[src/rtl/vtp_pkg.sv]
// Shared types for the variable-top PWM timer.
// Assumes: pin action codes are fixed by the register map.
package vtp_pkg;

    typedef enum logic [1:0] {
        ACT_HOLD   = 2'b00,
        ACT_TOGGLE = 2'b01,
        ACT_CLEAR  = 2'b10,
        ACT_SET    = 2'b11
    } pin_act_e;

endpackage

[src/rtl/vtp_prescaler.sv]
// Two binary divider chains, one on the slow enable and one on the fast
// enable. Select code 0 stops the timer. Codes 1..FAST_BITS+1 pick a fast
// tap and the next SLOW_BITS+1 codes pick a slow tap.
// Assumes: the enables are single-cycle pulses in the clk domain.
module vtp_prescaler #(
    parameter int SEL_W     = 4,
    parameter int SLOW_BITS = 10,
    parameter int FAST_BITS = 3
) (
    input  logic             clk,
    input  logic             rst_n,
    input  logic             sys_ce,
    input  logic             fast_ce,
    input  logic             psc_clr,
    input  logic [SEL_W-1:0] clk_sel,
    output logic             tick
);
    localparam int FAST_TAPS = FAST_BITS + 1;
    localparam int SLOW_TAPS = SLOW_BITS + 1;
    localparam int FAST_LO   = 1;
    localparam int SLOW_LO   = FAST_LO + FAST_TAPS;

    logic [SLOW_BITS-1:0] slow_q;
    logic [FAST_BITS-1:0] fast_q;
    logic [SLOW_TAPS-1:0] slow_tap;
    logic [FAST_TAPS-1:0] fast_tap;

    // Advance each chain on its enable; a clear strobe restarts both.
    always_ff @(posedge clk) begin
        if (!rst_n || psc_clr) begin
            slow_q <= '0;
            fast_q <= '0;
        end else begin
            if (sys_ce)  slow_q <= slow_q + 1'b1;
            if (fast_ce) fast_q <= fast_q + 1'b1;
        end
    end

    // A tap of ratio 2^k fires when the low k bits of its chain are all ones.
    for (genvar k = 0; k < SLOW_TAPS; k++) begin : g_slow
        if (k == 0) begin : g_base
            assign slow_tap[k] = sys_ce;
        end else begin : g_div
            assign slow_tap[k] = sys_ce && (&slow_q[k-1:0]);
        end
    end

    for (genvar k = 0; k < FAST_TAPS; k++) begin : g_fast
        if (k == 0) begin : g_base
            assign fast_tap[k] = fast_ce;
        end else begin : g_div
            assign fast_tap[k] = fast_ce && (&fast_q[k-1:0]);
        end
    end

    // Route the selected tap; no tick in a clear cycle.
    always_comb begin
        tick = 1'b0;
        if (!psc_clr) begin
            for (int k = 0; k < FAST_TAPS; k++)
                if (clk_sel == SEL_W'(FAST_LO + k)) tick = fast_tap[k];
            for (int k = 0; k < SLOW_TAPS; k++)
                if (clk_sel == SEL_W'(SLOW_LO + k)) tick = slow_tap[k];
        end
    end

endmodule

[src/rtl/vtp_count_core.sv]
// Counter, compare registers and event pulses. It computes the next count
// for both modes and the compare-A value that applies to that next count.
// In PWM mode the buffered compare A is loaded on a return to zero.
// Assumes: a counter write takes precedence over a tick.
module vtp_count_core #(
    parameter int W = 8
) (
    input  logic         clk,
    input  logic         rst_n,
    input  logic         tick,
    input  logic         pwm_mode,
    input  logic         clr_on_match,
    input  logic         cnt_wr,
    input  logic [W-1:0] cnt_wdata,
    input  logic         cmpa_wr,
    input  logic [W-1:0] cmpa_wdata,
    input  logic         cmpb_wr,
    input  logic [W-1:0] cmpb_wdata,
    output logic [W-1:0] count,
    output logic [W-1:0] cnt_next,
    output logic [W-1:0] a_eff,
    output logic         step,
    output logic         hit_now,
    output logic         cmpa_hit,
    output logic         ovf_hit
);
    logic [W-1:0] a_q;
    logic [W-1:0] a_buf_q;
    logic [W-1:0] b_q;
    logic         at_max;
    logic         wrap;

    // Decide the next count, the wrap condition and the compare value in force.
    always_comb begin
        step   = tick && !cnt_wr;
        at_max = (count == {W{1'b1}});
        wrap   = pwm_mode ? (at_max || count == b_q) : at_max;
        a_eff  = (pwm_mode && wrap) ? a_buf_q : a_q;
        if (pwm_mode)
            cnt_next = wrap ? '0 : count + 1'b1;
        else if (clr_on_match && count == a_q)
            cnt_next = '0;
        else
            cnt_next = count + 1'b1;
        hit_now = step && (cnt_next == a_eff);
    end

    // Counter register: a write wins, otherwise advance on a tick.
    always_ff @(posedge clk) begin
        if (!rst_n)      count <= '0;
        else if (cnt_wr) count <= cnt_wdata;
        else if (step)   count <= cnt_next;
    end

    // One-cycle event pulses aligned with the count update.
    always_ff @(posedge clk) begin
        if (!rst_n) begin
            cmpa_hit <= 1'b0;
            ovf_hit  <= 1'b0;
        end else begin
            cmpa_hit <= hit_now;
            ovf_hit  <= step && wrap;
        end
    end

    // Compare registers; in PWM mode compare A goes live only on a wrap.
    always_ff @(posedge clk) begin
        if (!rst_n) begin
            a_q     <= '0;
            a_buf_q <= '0;
            b_q     <= '0;
        end else begin
            if (cmpb_wr) b_q <= cmpb_wdata;
            if (cmpa_wr) a_buf_q <= cmpa_wdata;
            if (pwm_mode) begin
                if (step && wrap) a_q <= a_buf_q;
            end else begin
                a_q <= cmpa_wr ? cmpa_wdata : a_buf_q;
            end
        end
    end

endmodule

[src/rtl/vtp_wave.sv]
// Waveform pin. In PWM mode the pin level comes from the next count and
// the compare value in force. In normal mode a hit or a force strobe
// applies the configured pin action.
// Assumes: hit_now and step come from the counter core in the same cycle.
module vtp_wave #(
    parameter int W = 8
) (
    input  logic         clk,
    input  logic         rst_n,
    input  logic         pwm_mode,
    input  logic [1:0]   pin_act,
    input  logic         force_cmp,
    input  logic         step,
    input  logic         hit_now,
    input  logic [W-1:0] cnt_next,
    input  logic [W-1:0] a_eff,
    output logic         wave_out
);
    import vtp_pkg::*;

    pin_act_e act;
    logic     pin_d;

    // Choose the next pin level for the active mode.
    always_comb begin
        act   = pin_act_e'(pin_act);
        pin_d = wave_out;
        if (pwm_mode) begin
            if (step && act != ACT_HOLD) pin_d = (cnt_next < a_eff);
        end else if (hit_now || force_cmp) begin
            case (act)
                ACT_TOGGLE: pin_d = !wave_out;
                ACT_CLEAR:  pin_d = 1'b0;
                ACT_SET:    pin_d = 1'b1;
                default:    pin_d = wave_out;
            endcase
        end
    end

    // Pin register.
    always_ff @(posedge clk) begin
        if (!rst_n) wave_out <= 1'b0;
        else        wave_out <= pin_d;
    end

endmodule

[src/rtl/vtop_pwm_timer.sv]
// Top of the variable-top PWM timer: prescaler, counter core and pin stage.
// Assumes: all strobes and enables are synchronous to clk.
module vtop_pwm_timer #(
    parameter int CNT_W     = 8,
    parameter int SEL_W     = 4,
    parameter int SLOW_BITS = 10,
    parameter int FAST_BITS = 3
) (
    input  logic             clk,
    input  logic             rst_n,
    input  logic             sys_ce,
    input  logic             fast_ce,
    input  logic [SEL_W-1:0] clk_sel,
    input  logic             psc_clr,
    input  logic             pwm_mode,
    input  logic             clr_on_match,
    input  logic [1:0]       pin_act,
    input  logic             force_cmp,
    input  logic             cnt_wr,
    input  logic [CNT_W-1:0] cnt_wdata,
    input  logic             cmpa_wr,
    input  logic [CNT_W-1:0] cmpa_wdata,
    input  logic             cmpb_wr,
    input  logic [CNT_W-1:0] cmpb_wdata,
    output logic [CNT_W-1:0] count,
    output logic             wave_out,
    output logic             cmpa_hit,
    output logic             ovf_hit
);
    logic             tick;
    logic             step;
    logic             hit_now;
    logic [CNT_W-1:0] cnt_next;
    logic [CNT_W-1:0] a_eff;

    vtp_prescaler #(
        .SEL_W(SEL_W), .SLOW_BITS(SLOW_BITS), .FAST_BITS(FAST_BITS)
    ) u_psc (
        .clk(clk), .rst_n(rst_n), .sys_ce(sys_ce), .fast_ce(fast_ce),
        .psc_clr(psc_clr), .clk_sel(clk_sel), .tick(tick)
    );

    vtp_count_core #(.W(CNT_W)) u_core (
        .clk(clk), .rst_n(rst_n), .tick(tick), .pwm_mode(pwm_mode),
        .clr_on_match(clr_on_match), .cnt_wr(cnt_wr), .cnt_wdata(cnt_wdata),
        .cmpa_wr(cmpa_wr), .cmpa_wdata(cmpa_wdata), .cmpb_wr(cmpb_wr),
        .cmpb_wdata(cmpb_wdata), .count(count), .cnt_next(cnt_next),
        .a_eff(a_eff), .step(step), .hit_now(hit_now),
        .cmpa_hit(cmpa_hit), .ovf_hit(ovf_hit)
    );

    vtp_wave #(.W(CNT_W)) u_wave (
        .clk(clk), .rst_n(rst_n), .pwm_mode(pwm_mode), .pin_act(pin_act),
        .force_cmp(force_cmp), .step(step), .hit_now(hit_now),
        .cnt_next(cnt_next), .a_eff(a_eff), .wave_out(wave_out)
    );

endmodule

[config.mk]
export PLATFORM = sky130hd
export DESIGN_NAME = vtop_pwm_timer
export DESIGN_NICKNAME = d
export VERILOG_FILES = /design/src/rtl/vtp_pkg.sv /design/src/rtl/vtp_prescaler.sv /design/src/rtl/vtp_count_core.sv /design/src/rtl/vtp_wave.sv /design/src/rtl/vtop_pwm_timer.sv
export SDC_FILE = /design/constraint.sdc
export NUM_CORES = 1
export LEC_CHECK = 0
export BUFFER_PORTS_ARGS = -buffer_cell sky130_fd_sc_hd__clkbuf_2
export CORE_UTILIZATION = 25
export CTS_BUF_LIST = sky130_fd_sc_hd__clkbuf_4 sky130_fd_sc_hd__clkbuf_8
export CTS_CLUSTER_SIZE = 16
export DETAILED_ROUTE_END_ITERATION = 10
export GPL_TIMING_DRIVEN = 1
export PLACE_DENSITY = 0.43
export SLEW_MARGIN = 5
export SYNTH_ARGS = -nofsm -noshare
export SYNTH_HDL_FRONTEND = slang
export SYNTH_HIERARCHICAL = 1
export SYNTH_SLANG_ARGS = --single-unit
[constraint.sdc]
create_clock -name clk -period 3.8 [get_ports clk]
set_clock_uncertainty 0.1 [all_clocks]
set_input_delay 0.19 -clock clk [delete_from_list [all_inputs] [get_ports clk]]
set_output_delay 0.19 -clock clk [all_outputs]
set_load 0.02 [all_outputs]
==> metrics.txt <==
top_reg_cell synth dfxtp_1; total leakage power about 1.5 nW; min Tclk post-route approximately 3.4 ns; max incr delay on CP about 0.37 ns; hpwl dp around 6.7 mm; Crit path depth 18; CTS tree built; ant diodes 0; Sum Neg Setup Slack 0 ns; width of the die ~120 um; Clk Latency, worst-skew pair 0.32 ns; CP top delay family compound AO/OA/AOI/OAI gates; iteration count of the initial detailed-routing pass 6; Synth async-reset ratio 0; flops & latches, synth 48; Mapped Nets roughly 440; Crit path buffers/inverters 0; cell accounting for the most synthesized area dfxtp_1; Max Fclk approximately 290 MHz; port bufs between 50 and 60; I/O Pins 52; Ys Warns 6; die height 117 um; Slew @ Worst Pin 0.582 ns; power after layout approximately 1.1 mW; number of enable flip-flop cells after synthesis 0; clk slew on worst S/H paths approximately 0.09 ns; Slew Viols, Final 0; max-capacitance violation count 0; Hold Fails Final Rpt 0; Setup crit end u_wave/wave_out; RSZ-0062 raised after global routing no; Final setup viols 0; Tcrit/Tclk final 0.899; Layout area overhead 14.5%; CP max stage cell dfxtp_1; Tot GR Track Use 0.142; CP Class reg2reg; gr ovfl total 0; Die Area ~0.014 mm2; vias in the first global route 2,814; Mapped Area around 0.0033 mm2; Seq/Total Area, Yosys 0.293; CTS Buf Count 5; Critical Path Fanout Max 4; GP Congestion slightly above 0.8; DRC 0; clock root cell clkbuf_8; Area contributors post-synth dfxtp_1 29%, mux2i_1 9.2%, ha_1 5.3%; Gate Count Post-Synth approximately 380; Worst R2R Start u_psc/slow_q[1]; critical path launch point type register; Critical Path Sink Type register; commonest cells after routing, fill and taps aside 51 x clkbuf_2, 47 x dfxtp_1, 40 x nand2_1; worst r2r dst u_wave/wave_out; status completed; DR vias/cell 4.75; Core Region approximately 0.013 mm2; final WL 8.88 mm; row count a little over 40; hold_ws around 0.022 ns; pwr/cell area ~300 mW/mm2; starting density of the core 0.258; WP data arrival approximately 3.5 ns; largest net degree at the start of global routing 32; share of layout cells above drive strength 1 0.215; Avg Cell Area, Syn around 8.5 um2; Distinct cells, synth a little over 70; most common cell after layout, fill and taps aside clkbuf_2; Max VDD drop about 0.12 mV; DR iter-0 viols between 100 and 150; initial antenna violation count 0; CP startpoint u_psc/slow_q[1]; Routed Antenna Nets 0; Vias around 2,800; Worst R2R Path Depth 18; R2R setup slack roughly 0.38 ns; WP data required between 3 and 4 ns; Rel. slew slack 0.612; Clock Sinks 48; critical-path cell list ha_2, and3_4, nand3_1, nor2_1, ha_1, a21oi_1, nor3_1, a22o_1, nand2b_4, a221o_1, a221o_1, a221oi_2, a31oi_2, nor4_2, nor3_1, nor3_2, o21ai_1, o221a_1; Bufs on Longest Clock Path 2; Hold Crit Class in2reg; nets@finish a little under 500; wire per inst 14.8 um; Synth top area share 0.293; H-tree Lvls 2; Finished Core Util 0.295; first-pass GRT wire length 14.4 mm
kinds of logic after synthesis:
kind of cell | after synthesis | share of synthesized area
flip-flops | 48 | 0.293
buffers and inverters | 37 | 0.0607
adder cells (fa/ha/maj) | 14 | 0.0534
AO/OA/AOI/OAI | 75 | 0.165
AND/OR/NAND/NOR | 150 | 0.255
multiplexers | 32 | 0.0985
XOR/XNOR | 28 | 0.0748
flip-flops by register name, summed over array words and instances, names as in the netlist:
signal / flops
u_psc/fast_q: 3
u_core/cmpa_hit: 1
u_core/ovf_hit: 1
u_core/a_q: 8
u_core/a_buf_q: 8
u_core/b_q: 8
u_core/count: 8
u_psc/slow_q: 10
u_wave/wave_out: 1
power breakdown:
group	leakage, nW	total, mW	switching [mW]	internal, mW
combinational	1.02	0.260	0.147	0.113
sequential	0.394	0.565	0.0375	0.527
clock	0.0445	0.315	0.182	0.133
final cells by class:
| class | instances | area [um2] |
|---|---|---|
| inverter | 16 | 60.1 |
| sequential | 48 | 962 |
| clock buffer | 6 | 76.3 |
| multi-input combinational | 299 | 2130 |
| tap | 172 | 215 |
| fill | 1425 | 8970 |
| clock inverter | 1 | 5.00 |
| timing repair buffer | 57 | 300 |
worst min path at each step:
stage,startpoint,end,cells past startpoint
after floorplan,pwm_mode,u_core/a_q[0],1
after global placement,cmpb_wdata[6],u_core/b_q[6],3
after detailed placement,cmpb_wdata[6],u_core/b_q[6],3
after CTS,cmpb_wdata[7],u_core/b_q[7],3
after global routing,cmpb_wdata[7],u_core/b_q[7],3
final,cmpb_wdata[7],u_core/b_q[7],3
timing repair:
item	4_1_cts	5_1_grt
buffers inserted	0	0
gates resized for setup	0	4
setup endpoints to repair	0	1
hold buffers	0	0
per-layer routing:
layer  share of wire  vias to the layer above  track usage
li1                -                     1443            -
met5               0                        -            0
met1            0.46                     1342        0.171
met2            0.48                       52        0.249
met3           0.045                        7       0.0332
met4           0.012                        0       0.0427
cell usage after synthesis (3+ instances only):
master and count:
o21ai_0 14, a31oi_1 4, or4_1 4, dfxtp_1 48, xor2_1 8, buf_2 4
ha_1 14, nand4_1 7, nor2_1 31, buf_4 3, nor2b_1 17, o2bb2ai_1 6
mux2i_1 30, and2_1 3, nor3_1 5, or3_1 3, buf_6 3, inv_1 15
clkbuf_1 8, a21oi_1 20, o21ai_1 3, nand3_1 11, xnor2_1 20, nand2_1 40
per-stage QoR:
stage / cells / area, um2 / setup slack, ns
after floorplan: 384 / 3280 / 0.396
after global placement: 592 / 3650 / 0.149
after detailed placement: 592 / 3650 / 0.143
after CTS: 599 / 3740 / 0.123
after global routing: 599 / 3750 / 0.0190
final: 599 / 3750 / 0.383
tightest hold or removal path: stages:
cell	delay, ns
clkbuf_2	0.08
mux2i_1	0.06
nor2b_1	0.09
No activity file was read; power rests on OpenSTA's default activity.
